[src/rtl/wsc_pkg.sv]
package wsc_pkg;
  localparam int STAT_W   = 6;
  localparam int INTA_BIT = 0;

  typedef struct packed {
    logic expire;
    logic acked;
    logic intern;
  } release_t;
endpackage

[src/rtl/wsc_status_reg.sv]
module wsc_status_reg #(
  parameter int WIDTH = 6
) (
  input  logic             clk,
  input  logic             rst_n,
  input  logic             cap_en,
  input  logic [WIDTH-1:0] bus_in,
  output logic [WIDTH-1:0] word_q
);
  logic [WIDTH-1:0] word_d;

  always_comb begin
    word_d = word_q;
    if (cap_en) word_d = bus_in;
  end

  always_ff @(posedge clk or negedge rst_n) begin
    if (!rst_n) word_q <= '0;
    else        word_q <= word_d;
  end

  assert_capture_R1: assert property (@(posedge clk) disable iff (!rst_n)
    cap_en |=> (word_q == $past(bus_in)));
  assert_hold_R1: assert property (@(posedge clk) disable iff (!rst_n)
    !cap_en |=> $stable(word_q));
endmodule

[src/rtl/wsc_ack_track.sv]
module wsc_ack_track #(
  parameter int STAGES = 2
) (
  input  logic clk,
  input  logic rst_n,
  input  logic ack_in,
  input  logic waiting,
  input  logic release_now,
  output logic ack_held
);
  logic [STAGES-1:0] sync_q;
  logic [STAGES-1:0] sync_d;
  logic              held_d;
  logic              ack_seen;

  generate
    if (STAGES == 1) begin : g_one
      always_comb sync_d = ack_in;
    end else begin : g_chain
      always_comb sync_d = {sync_q[STAGES-2:0], ack_in};
    end
  endgenerate

  assign ack_seen = sync_q[STAGES-1];

  always_comb begin
    held_d = 1'b0;
    if (waiting && !release_now) held_d = ack_held | ack_seen;
  end

  always_ff @(posedge clk or negedge rst_n) begin
    if (!rst_n) begin
      sync_q   <= '0;
      ack_held <= 1'b0;
    end else begin
      sync_q   <= sync_d;
      ack_held <= held_d;
    end
  end

  assert_idle_drop_R10: assert property (@(posedge clk) disable iff (!rst_n)
    !waiting |=> !ack_held);
  assert_keep_R4: assert property (@(posedge clk) disable iff (!rst_n)
    (ack_held && waiting && !release_now) |=> ack_held);
endmodule

[src/rtl/wsc_timeout.sv]
module wsc_timeout #(
  parameter int LIMIT = 16
) (
  input  logic clk,
  input  logic rst_n,
  input  logic run,
  input  logic hold,
  input  logic clear,
  output logic fire
);
  localparam int CW = (LIMIT < 2) ? 1 : $clog2(LIMIT);
  localparam logic [CW-1:0] LAST = CW'(LIMIT - 1);

  logic [CW-1:0] cnt_q;
  logic [CW-1:0] cnt_d;
  logic          cnt_en;

  assign fire   = run && !hold && (cnt_q == LAST);
  assign cnt_en = run && !hold && !clear;

  always_comb begin
    cnt_d = cnt_q;
    if (!run || clear)  cnt_d = '0;
    else if (cnt_en)    cnt_d = cnt_q + 1'b1;
  end

  always_ff @(posedge clk or negedge rst_n) begin
    if (!rst_n) cnt_q <= '0;
    else        cnt_q <= cnt_d;
  end

  assert_bound_R6: assert property (@(posedge clk) disable iff (!rst_n)
    cnt_q <= LAST);
  assert_frozen_R7: assert property (@(posedge clk) disable iff (!rst_n)
    (run && hold && !clear) |=> $stable(cnt_q));
endmodule

[src/rtl/wait_state_ctrl.sv]
module wait_state_ctrl #(
  parameter int TIMEOUT_CYC = 16,
  parameter int ACK_STAGES  = 2
) (
  input  logic                       clk,
  input  logic                       rst_n,
  input  logic                       cyc_start,
  input  logic [wsc_pkg::STAT_W-1:0] stat_bus,
  input  logic                       addr_hi,
  input  logic                       irq,
  input  logic                       irq_en,
  input  logic                       ext_ack,
  input  logic                       int_irq,
  output logic                       ready,
  output logic [wsc_pkg::STAT_W-1:0] stat_q
);
  import wsc_pkg::*;

  logic [1:0]  rst_pipe;
  logic        core_rst_n;
  logic        wait_q, wait_d;
  logic        take_q;
  logic        irq_cond;
  logic        irq_take;
  logic        rrdy;
  logic        srdy;
  logic        ack_held;
  logic        expire;
  release_t    rel;

  always_ff @(posedge clk or negedge rst_n) begin
    if (!rst_n) rst_pipe <= 2'b00;
    else        rst_pipe <= {rst_pipe[0], 1'b1};
  end
  assign core_rst_n = rst_pipe[1];

  wsc_status_reg #(.WIDTH(STAT_W)) u_status (
    .clk    (clk),
    .rst_n  (core_rst_n),
    .cap_en (cyc_start),
    .bus_in (stat_bus),
    .word_q (stat_q)
  );

  assign irq_cond = irq && !irq_en;
  assign irq_take = irq_cond && !take_q;
  assign rrdy     = (cyc_start && addr_hi) || irq_take;

  always_comb begin
    rel.expire = expire;
    rel.acked  = wait_q && ack_held && (addr_hi || stat_q[INTA_BIT]);
    rel.intern = wait_q && cyc_start && int_irq;
  end
  assign srdy = |rel;

  wsc_ack_track #(.STAGES(ACK_STAGES)) u_ack (
    .clk         (clk),
    .rst_n       (core_rst_n),
    .ack_in      (ext_ack),
    .waiting     (wait_q),
    .release_now (srdy),
    .ack_held    (ack_held)
  );

  wsc_timeout #(.LIMIT(TIMEOUT_CYC)) u_timer (
    .clk   (clk),
    .rst_n (core_rst_n),
    .run   (wait_q),
    .hold  (ack_held),
    .clear (srdy),
    .fire  (expire)
  );

  always_comb begin
    wait_d = wait_q;
    if (srdy)      wait_d = 1'b0;
    else if (rrdy) wait_d = 1'b1;
  end

  always_ff @(posedge clk or negedge core_rst_n) begin
    if (!core_rst_n) begin
      wait_q <= 1'b0;
      take_q <= 1'b0;
    end else begin
      wait_q <= wait_d;
      take_q <= irq_cond;
    end
  end

  assign ready = !wait_q;

  assert_ext_arm_R2: assert property (@(posedge clk) disable iff (!core_rst_n)
    (cyc_start && addr_hi && ready) |=> !ready);
  assert_irq_arm_R3: assert property (@(posedge clk) disable iff (!core_rst_n)
    ($rose(irq && !irq_en) && ready) |=> !ready);
  assert_ack_release_R4: assert property (@(posedge clk) disable iff (!core_rst_n)
    (!ready && ack_held && (addr_hi || stat_q[INTA_BIT])) |=> ready);
  assert_int_release_R5: assert property (@(posedge clk) disable iff (!core_rst_n)
    (!ready && cyc_start && int_irq) |=> ready);
  assert_release_wins_R8: assert property (@(posedge clk) disable iff (!core_rst_n)
    (srdy && rrdy) |=> ready);
  assert_reset_ready_R9: assert property (@(posedge clk)
    !core_rst_n |-> ready);
endmodule

[config.mk]
export PLATFORM = sky130hd
export DESIGN_NAME = wait_state_ctrl
export DESIGN_NICKNAME = d
export VERILOG_FILES = /design/src/rtl/wsc_pkg.sv /design/src/rtl/wsc_status_reg.sv /design/src/rtl/wsc_ack_track.sv /design/src/rtl/wsc_timeout.sv /design/src/rtl/wait_state_ctrl.sv
export SDC_FILE = /design/constraint.sdc
export NUM_CORES = 1
export LEC_CHECK = 0
export BUFFER_PORTS_ARGS = -buffer_cell sky130_fd_sc_hd__clkbuf_2
export CAP_MARGIN = 0
export CORE_MARGIN = 2
export CORE_UTILIZATION = 45
export CTS_CLUSTER_DIAMETER = 80
export DETAILED_ROUTE_END_ITERATION = 7
export PLACE_DENSITY_LB_ADDON = 0.3
export SLEW_MARGIN = 30
export SYNTH_ARGS = -nofsm -noshare
export SYNTH_HDL_FRONTEND = slang
export SYNTH_SLANG_ARGS = --single-unit
[constraint.sdc]
create_clock -name clk -period 0.8 [get_ports clk]
set_input_delay 0.16 -clock clk [delete_from_list [all_inputs] [get_ports clk]]
set_output_delay 0.16 -clock clk [all_outputs]
set_load 0.01 [all_outputs]
### After elaboration in Yosys (flattened, before gate mapping)

Index checks and enable logic that the tools add are counted.

| storage, ports and cells | value |
|---|---|
| input bits | 14 |
| register bits | 17 |

| operators by class | value |
|---|---|
| multiplexer cells | 5 |
| add/sub/neg operators | 1 |
| equality and inequality tests | 1 |
| reduce and logical (&&, ||, !) cells | 22 |
| bitwise logic cells | 1 |

Operators with widths:

| operator | count |
|---|---|
| 1-bit logical AND | 11 |
| 4-bit 2-to-1 mux | 2 |
| 1-bit zero test | 5 |
| 4-bit by 1-bit adder with 4-bit output, second input constant | 1 |
| 4-bit equality test, second input constant | 1 |
| 2-bit nonzero test | 2 |
| 1-bit logical OR | 3 |
| 1-bit 2-to-1 mux | 3 |
| 3-bit OR reduction | 1 |
| 1-bit OR | 1 |

### Logic depth before layout (Yosys ltp)

| logic depth | value |
|---|---|
| depth in word-level cells | 8 |
| depth in mapped cells | 4 |

### By module

A second synthesis with hierarchy kept.

| second synthesis, totals | value |
|---|---|
| cells, all modules | 49 |
| area, all modules | 701.9 um^2 |

By module, submodules not included:

| module | area each (um^2) | seq. area each (um^2) | cells an instance | instances |
|---|---|---|---|---|
| wsc_status_reg | 251.5 | 150.1 | 13 | 1 |
| wsc_timeout | 196.4 | 100.1 | 17 | 1 |
| wait_state_ctrl | 162.7 | 100.1 | 14 | 1 |
| wsc_ack_track | 91.3 | 75.1 | 5 | 1 |

### Least setup slack after synthesis

No wires, ideal clock.

| timing | value |
|---|---|
| path type | reg-to-reg |
| start | reg u_timer.cnt_q[0] |
| end | reg u_timer.cnt_q[3] |
| stages on the path, launching flop included | 4 |
| slack | -341 ps |
| clock period less this slack | 1141 ps |
| arrival | 1042 ps |
| setup time | 99 ps |
| cells stage by stage | dfrtp_1 ha_1 a21o_2 a311oi_1 |

| on the way | value |
|---|---|
| cells in the longest elaborated chain, start to end | 6 |
| elaborated cells between the ends (all ways) | 10 |
| classes of those cells | add/sub: 1; eq/ne: 1; mux: 2; reduce/logical: 6 |

Ends and longest elaborated chain:

| item | line | RTL |
|---|---|---|
| start: declaration | wsc_timeout.sv:14 | `logic [CW-1:0] cnt_q;` |
| start signal: assignment | wsc_timeout.sv:29 | `else cnt_q <= cnt_d;` |
| branches (longest 6 deep; another with 4-bit by 1-bit adder with 4-bit output) | - |  |

Parallel ways; which one is timed is not known. The select of a mux whose other input is x is not followed.
A chain may end at the register's enable or synchronous reset.

### Worst setup path in the final report

| timing | value |
|---|---|
| start | reg u_timer.cnt_q[0] |
| end | reg u_timer.cnt_q[1] |

The elaborated chain is that of the path after synthesis.

==> parameters.txt <==
Parameter                              Value

Timing
  Worst-case clock skew    0.009576 ns
  Final min period    1.140 ns
  Unrepaired setup endpoints after global routing    yes
  Fmax    877.4 MHz
  Least setup slack across all paths after layout    -0.3398 ns
  Hold violation count in the final report    0
  Final number of setup-violating endpoints    14
  Final count of pins violating max slew    0
  Part of the cycle the worst path needs    142.5%
  Setup TNS after final layout    -3.096 ns

Worst hold path
  Worst-case hold path end point    take_q
  Worst Hold Path Cells    2
  HP Class    input port to flop
  Start point of the worst min-delay path    irq_en

Setup path
  Total buffers and inverters traversed by the critical path    1
  Maximum net fanout on the critical path    4
  Sort of element at the end of the critical path    flop
  Largest delay contributor family on the critical path    flip-flops
  Crit path largest cell delay    0.44 ns
  Worst flop-to-flop path startpoint    u_timer.cnt_q[0]
  CP Class    flop to flop
  Critical path launch point type    flop
  Crit Reg-Reg Endpoint    u_timer.cnt_q[1]
  Worst reg2reg path depth    5
  Data required time at the worst endpoint    1.01 ns
  Setup slack on the worst flop-to-flop path    -0.34 ns
  List of cells traversed by the critical path    ha_4 > buf_4 > nand3_2 > nand3b_1 > a21oi_2
  Worst-path cell with the longest stage delay    sky130_fd_sc_hd__dfrtp_1
  CP arrival    1.35 ns

Global routing
  Met1 track utilization from global routing    20.61%
  GR Util met2    25.54%
  First-pass GRT wire length    2118 um
  Global route overflow    0
  Met3 layer usage reported by global route    6.466%
  Routing layer with the top usage in global route    met2
  GRT Total Usage    16.09%
  Largest net degree at the start of global routing    11
  Antenna violations before repair    0
  Number of global-route vias before repair    490

Synth
  Cells after Synth    51
  Count of state elements after synthesis    17
  Syn nets    66
  Avg Cell Area, Syn    13.03 um^2
  Dominant cell type by area after synthesis    sky130_fd_sc_hd__dfrtp_1
  Dominant cells by area after synthesis    sky130_fd_sc_hd__dfrtp_1, sky130_fd_sc_hd__mux2_2, sky130_fd_sc_hd__a311oi_1, sky130_fd_sc_hd__a21oi_1, sky130_fd_sc_hd__ha_1
  Yosys cell types    21
  Share of the yosys chip area belonging to registers    64.03%
  YS warnings    0
  Area of the mapped netlist    664.4 um^2
  Area share of the largest cell type after synthesis    64.03%

Detailed routing
  Via count    512
  Detailed-route vias per instance    5.020
  Detailed-route wire length per cell    12.04 um
  Number of search-and-repair iterations in the first detailed-routing pass    2
  ANT nets after route    0
  Detailed-route DRC error count    0
  Routed wire length    1228 um
  DRC violation total after the first TritonRoute iteration    1

Pwr
  Fraction of power spent switching nets    29.77%
  Seq pwr share    47.2%
  Proportion of power drawn by the clock network    18.5%
  PwrDens    2373 nW/um^2
  Worst voltage drop across the vdd grid    0.001725 V
  Logic pwr share    34.3%
  Cell-internal power    1.635 mW
  Switching power    0.6930 mW
  Leakage power summed over all cells    0.4729 nW

Layout
  Cell Count, Final, Fillers Out    102
  Post-layout net count    103
  Final non-filler cell area    980.9 um^2
  Diode count    0
  Final core area utilization    73.55%
  Number of fill cells in the layout    92
  Area growth from synthesis to layout    47.65%
  Share of layout cells above drive strength 1    59.77%

Floorplanning
  Die Outline Area    1800 um^2
  Die height    42.43 um
  Width of the chip    42.43 um
  Core ar.    1334 um^2
  Std cell rows    13
  Initial core utilization    49.81%
  Total I/O pin count    21

Placed design
  Instance area at placement    863.3 um^2
  Post-DP HPWL    849.3 um
  Weighted congestion reported at the end of routability-driven placement    0.6750
  Number of I/O port buffers    20
  Worst slack at placement    -0.2923 ns
  Number of placed instances with taps included    93

Run status
  Outcome    finished with violations
  Failing checks    setup timing

Clock tree
  Clock sinks    17
  Clock latency reported for the late side of the worst-skew pair    0.28 ns
  Root buffer cell    sky130_fd_sc_hd__clkbuf_4
  Total CTS buffers    3
  Max Root-Sink Buffers    2
  # H-tree levels    1
  Clock transition time at the flip-flop clock pins of the worst setup and hold paths    0.09 ns
  TritonCTS clock tree    built

Run
  Max-cap violations    0
## synth_stat cells (all sizes together)
library cell	count
and3	1
dfrtp	17
xnor2	1
nor2b	3
nand3b	1
a22oi	1
a31oi	1
mux2	6
o21ai	1
nand2	2
a311oi	2
buf	1
nand3	2
ha	1
o22ai	1
nor2	3
conb	1
a21oi	3
inv	2
a21o	1
## power groups by stage
| stage | clock [mW] | combinational [mW] | sequential (mW) |
|---|---|---|---|
| after detailed placement | 0 | 0.607 | 1.12 |
| after floorplan | 0 | 0.260 | 1.14 |
| after global placement | 0 | 0.578 | 1.11 |
| after global routing | 0.485 | 0.881 | 1.12 |
| final | 0.431 | 0.798 | 1.10 |
| after CTS | 0.451 | 0.740 | 1.10 |
## worst max path at each step
| stage | from | end | slack [ns] | cells past startpoint |
|---|---|---|---|---|
| global route | u_timer.cnt_q[0] | u_timer.cnt_q[0] | -0.42 | 4 |
| floorplan | u_timer.cnt_q[0] | u_timer.cnt_q[3] | -0.24 | 3 |
| finish | u_timer.cnt_q[0] | u_timer.cnt_q[1] | -0.34 | 5 |
| detailed placement | u_timer.cnt_q[1] | u_timer.cnt_q[3] | -0.29 | 3 |
| CTS | u_timer.cnt_q[0] | u_timer.cnt_q[3] | -0.30 | 3 |
| global placement | u_timer.cnt_q[1] | u_timer.cnt_q[3] | -0.24 | 3 |
## repair_timing
action,in CTS,in global routing
pin swaps,3,1
buffers inserted,2,1
resized for setup,5,8
hold endpoints to repair,3,0
setup endpoints to repair,14,14
hold buffers,2,0
## cell families (layout without fill, tap and decap cells)
| group | Yosys count | count (layout) | synth area share (%) |
|---|---|---|---|
| AO/OA/AOI/OAI | 10 | 10 | 9.982 |
| XOR/XNOR | 1 | 1 | 1.319 |
| adder cells (fa/ha/maj) | 1 | 1 | 1.883 |
| buffers and inverters | 3 | 39 | 2.261 |
| flip-flops | 17 | 17 | 64.03 |
| multiplexers | 6 | 6 | 10.17 |
| other | 1 | 1 | 0.5644 |
| AND/OR/NAND/NOR | 12 | 12 | 9.794 |
## metal layers
layer / vias up / wire, um
met3: 2 / 80
met4: 0 / 15
met2: 15 / 566
met5: - / 0
li1: 255 / -
met1: 240 / 565
## flip-flops by register name, summed over array words and instances (netlist names)
name and flops:
rst_pipe 2, take_q 1, u_ack.ack_held 1, u_ack.sync_q 2
u_status.word_q 6, u_timer.cnt_q 4, wait_q 1
## area by class of cell
| class | count | area (um^2) | share of cell area, % |
|---|---|---|---|
| sequential | 17 | 426.7 | 43.49 |
| multi-input combinational | 31 | 272.8 | 27.81 |
| timing repair buffer | 33 | 229.0 | 23.34 |
| clock buffer | 4 | 26.28 | 2.679 |
| tap | 15 | 18.77 | 1.913 |
| inverter | 2 | 7.507 | 0.7653 |
## cells in the final DEF (no fill, tap or decap)
cell / netlist / layout
sky130_fd_sc_hd__nor2b_1: 2 / 1
sky130_fd_sc_hd__a311oi_1: 2 / 1
sky130_fd_sc_hd__nand3_2: 0 / 2
sky130_fd_sc_hd__nor2_1: 3 / 3
sky130_fd_sc_hd__a21oi_1: 3 / 1
sky130_fd_sc_hd__nand3b_1: 1 / 1
sky130_fd_sc_hd__clkbuf_1: 0 / 1
sky130_fd_sc_hd__o22ai_2: 0 / 1
sky130_fd_sc_hd__clkbuf_4: 0 / 3
sky130_fd_sc_hd__clkbuf_2: 0 / 18
sky130_fd_sc_hd__a21o_2: 1 / 1
sky130_fd_sc_hd__conb_1: 1 / 1
sky130_fd_sc_hd__buf_4: 1 / 8
sky130_fd_sc_hd__a21oi_2: 0 / 2
sky130_fd_sc_hd__nand2_1: 2 / 2
sky130_fd_sc_hd__a311oi_2: 0 / 1
sky130_fd_sc_hd__a22oi_1: 1 / 1
sky130_fd_sc_hd__nor2b_2: 1 / 2
sky130_fd_sc_hd__a31oi_1: 1 / 1
sky130_fd_sc_hd__buf_6: 0 / 3
sky130_fd_sc_hd__dfrtp_1: 17 / 16
sky130_fd_sc_hd__ha_4: 0 / 1
sky130_fd_sc_hd__o21ai_1: 0 / 1
sky130_fd_sc_hd__and3_4: 0 / 1
sky130_fd_sc_hd__buf_2: 0 / 1
sky130_fd_sc_hd__inv_1: 2 / 2
sky130_fd_sc_hd__dlygate4sd3_1: 0 / 2
sky130_fd_sc_hd__dfrtp_2: 0 / 1
sky130_fd_sc_hd__buf_12: 0 / 1
sky130_fd_sc_hd__xnor2_1: 1 / 1
sky130_fd_sc_hd__mux2_2: 6 / 6
## metrics by stage
step	hold slack, ns	total power, mW
5_1_grt	0.01991	2.488
3_5_place_dp	-0.05274	1.724
4_1_cts	0.02621	2.288
2_1_floorplan	-0.1356	1.400
6_report	0.03495	2.328
3_3_place_gp	-0.05364	1.688
No activity file was read; power rests on OpenSTA's default activity.
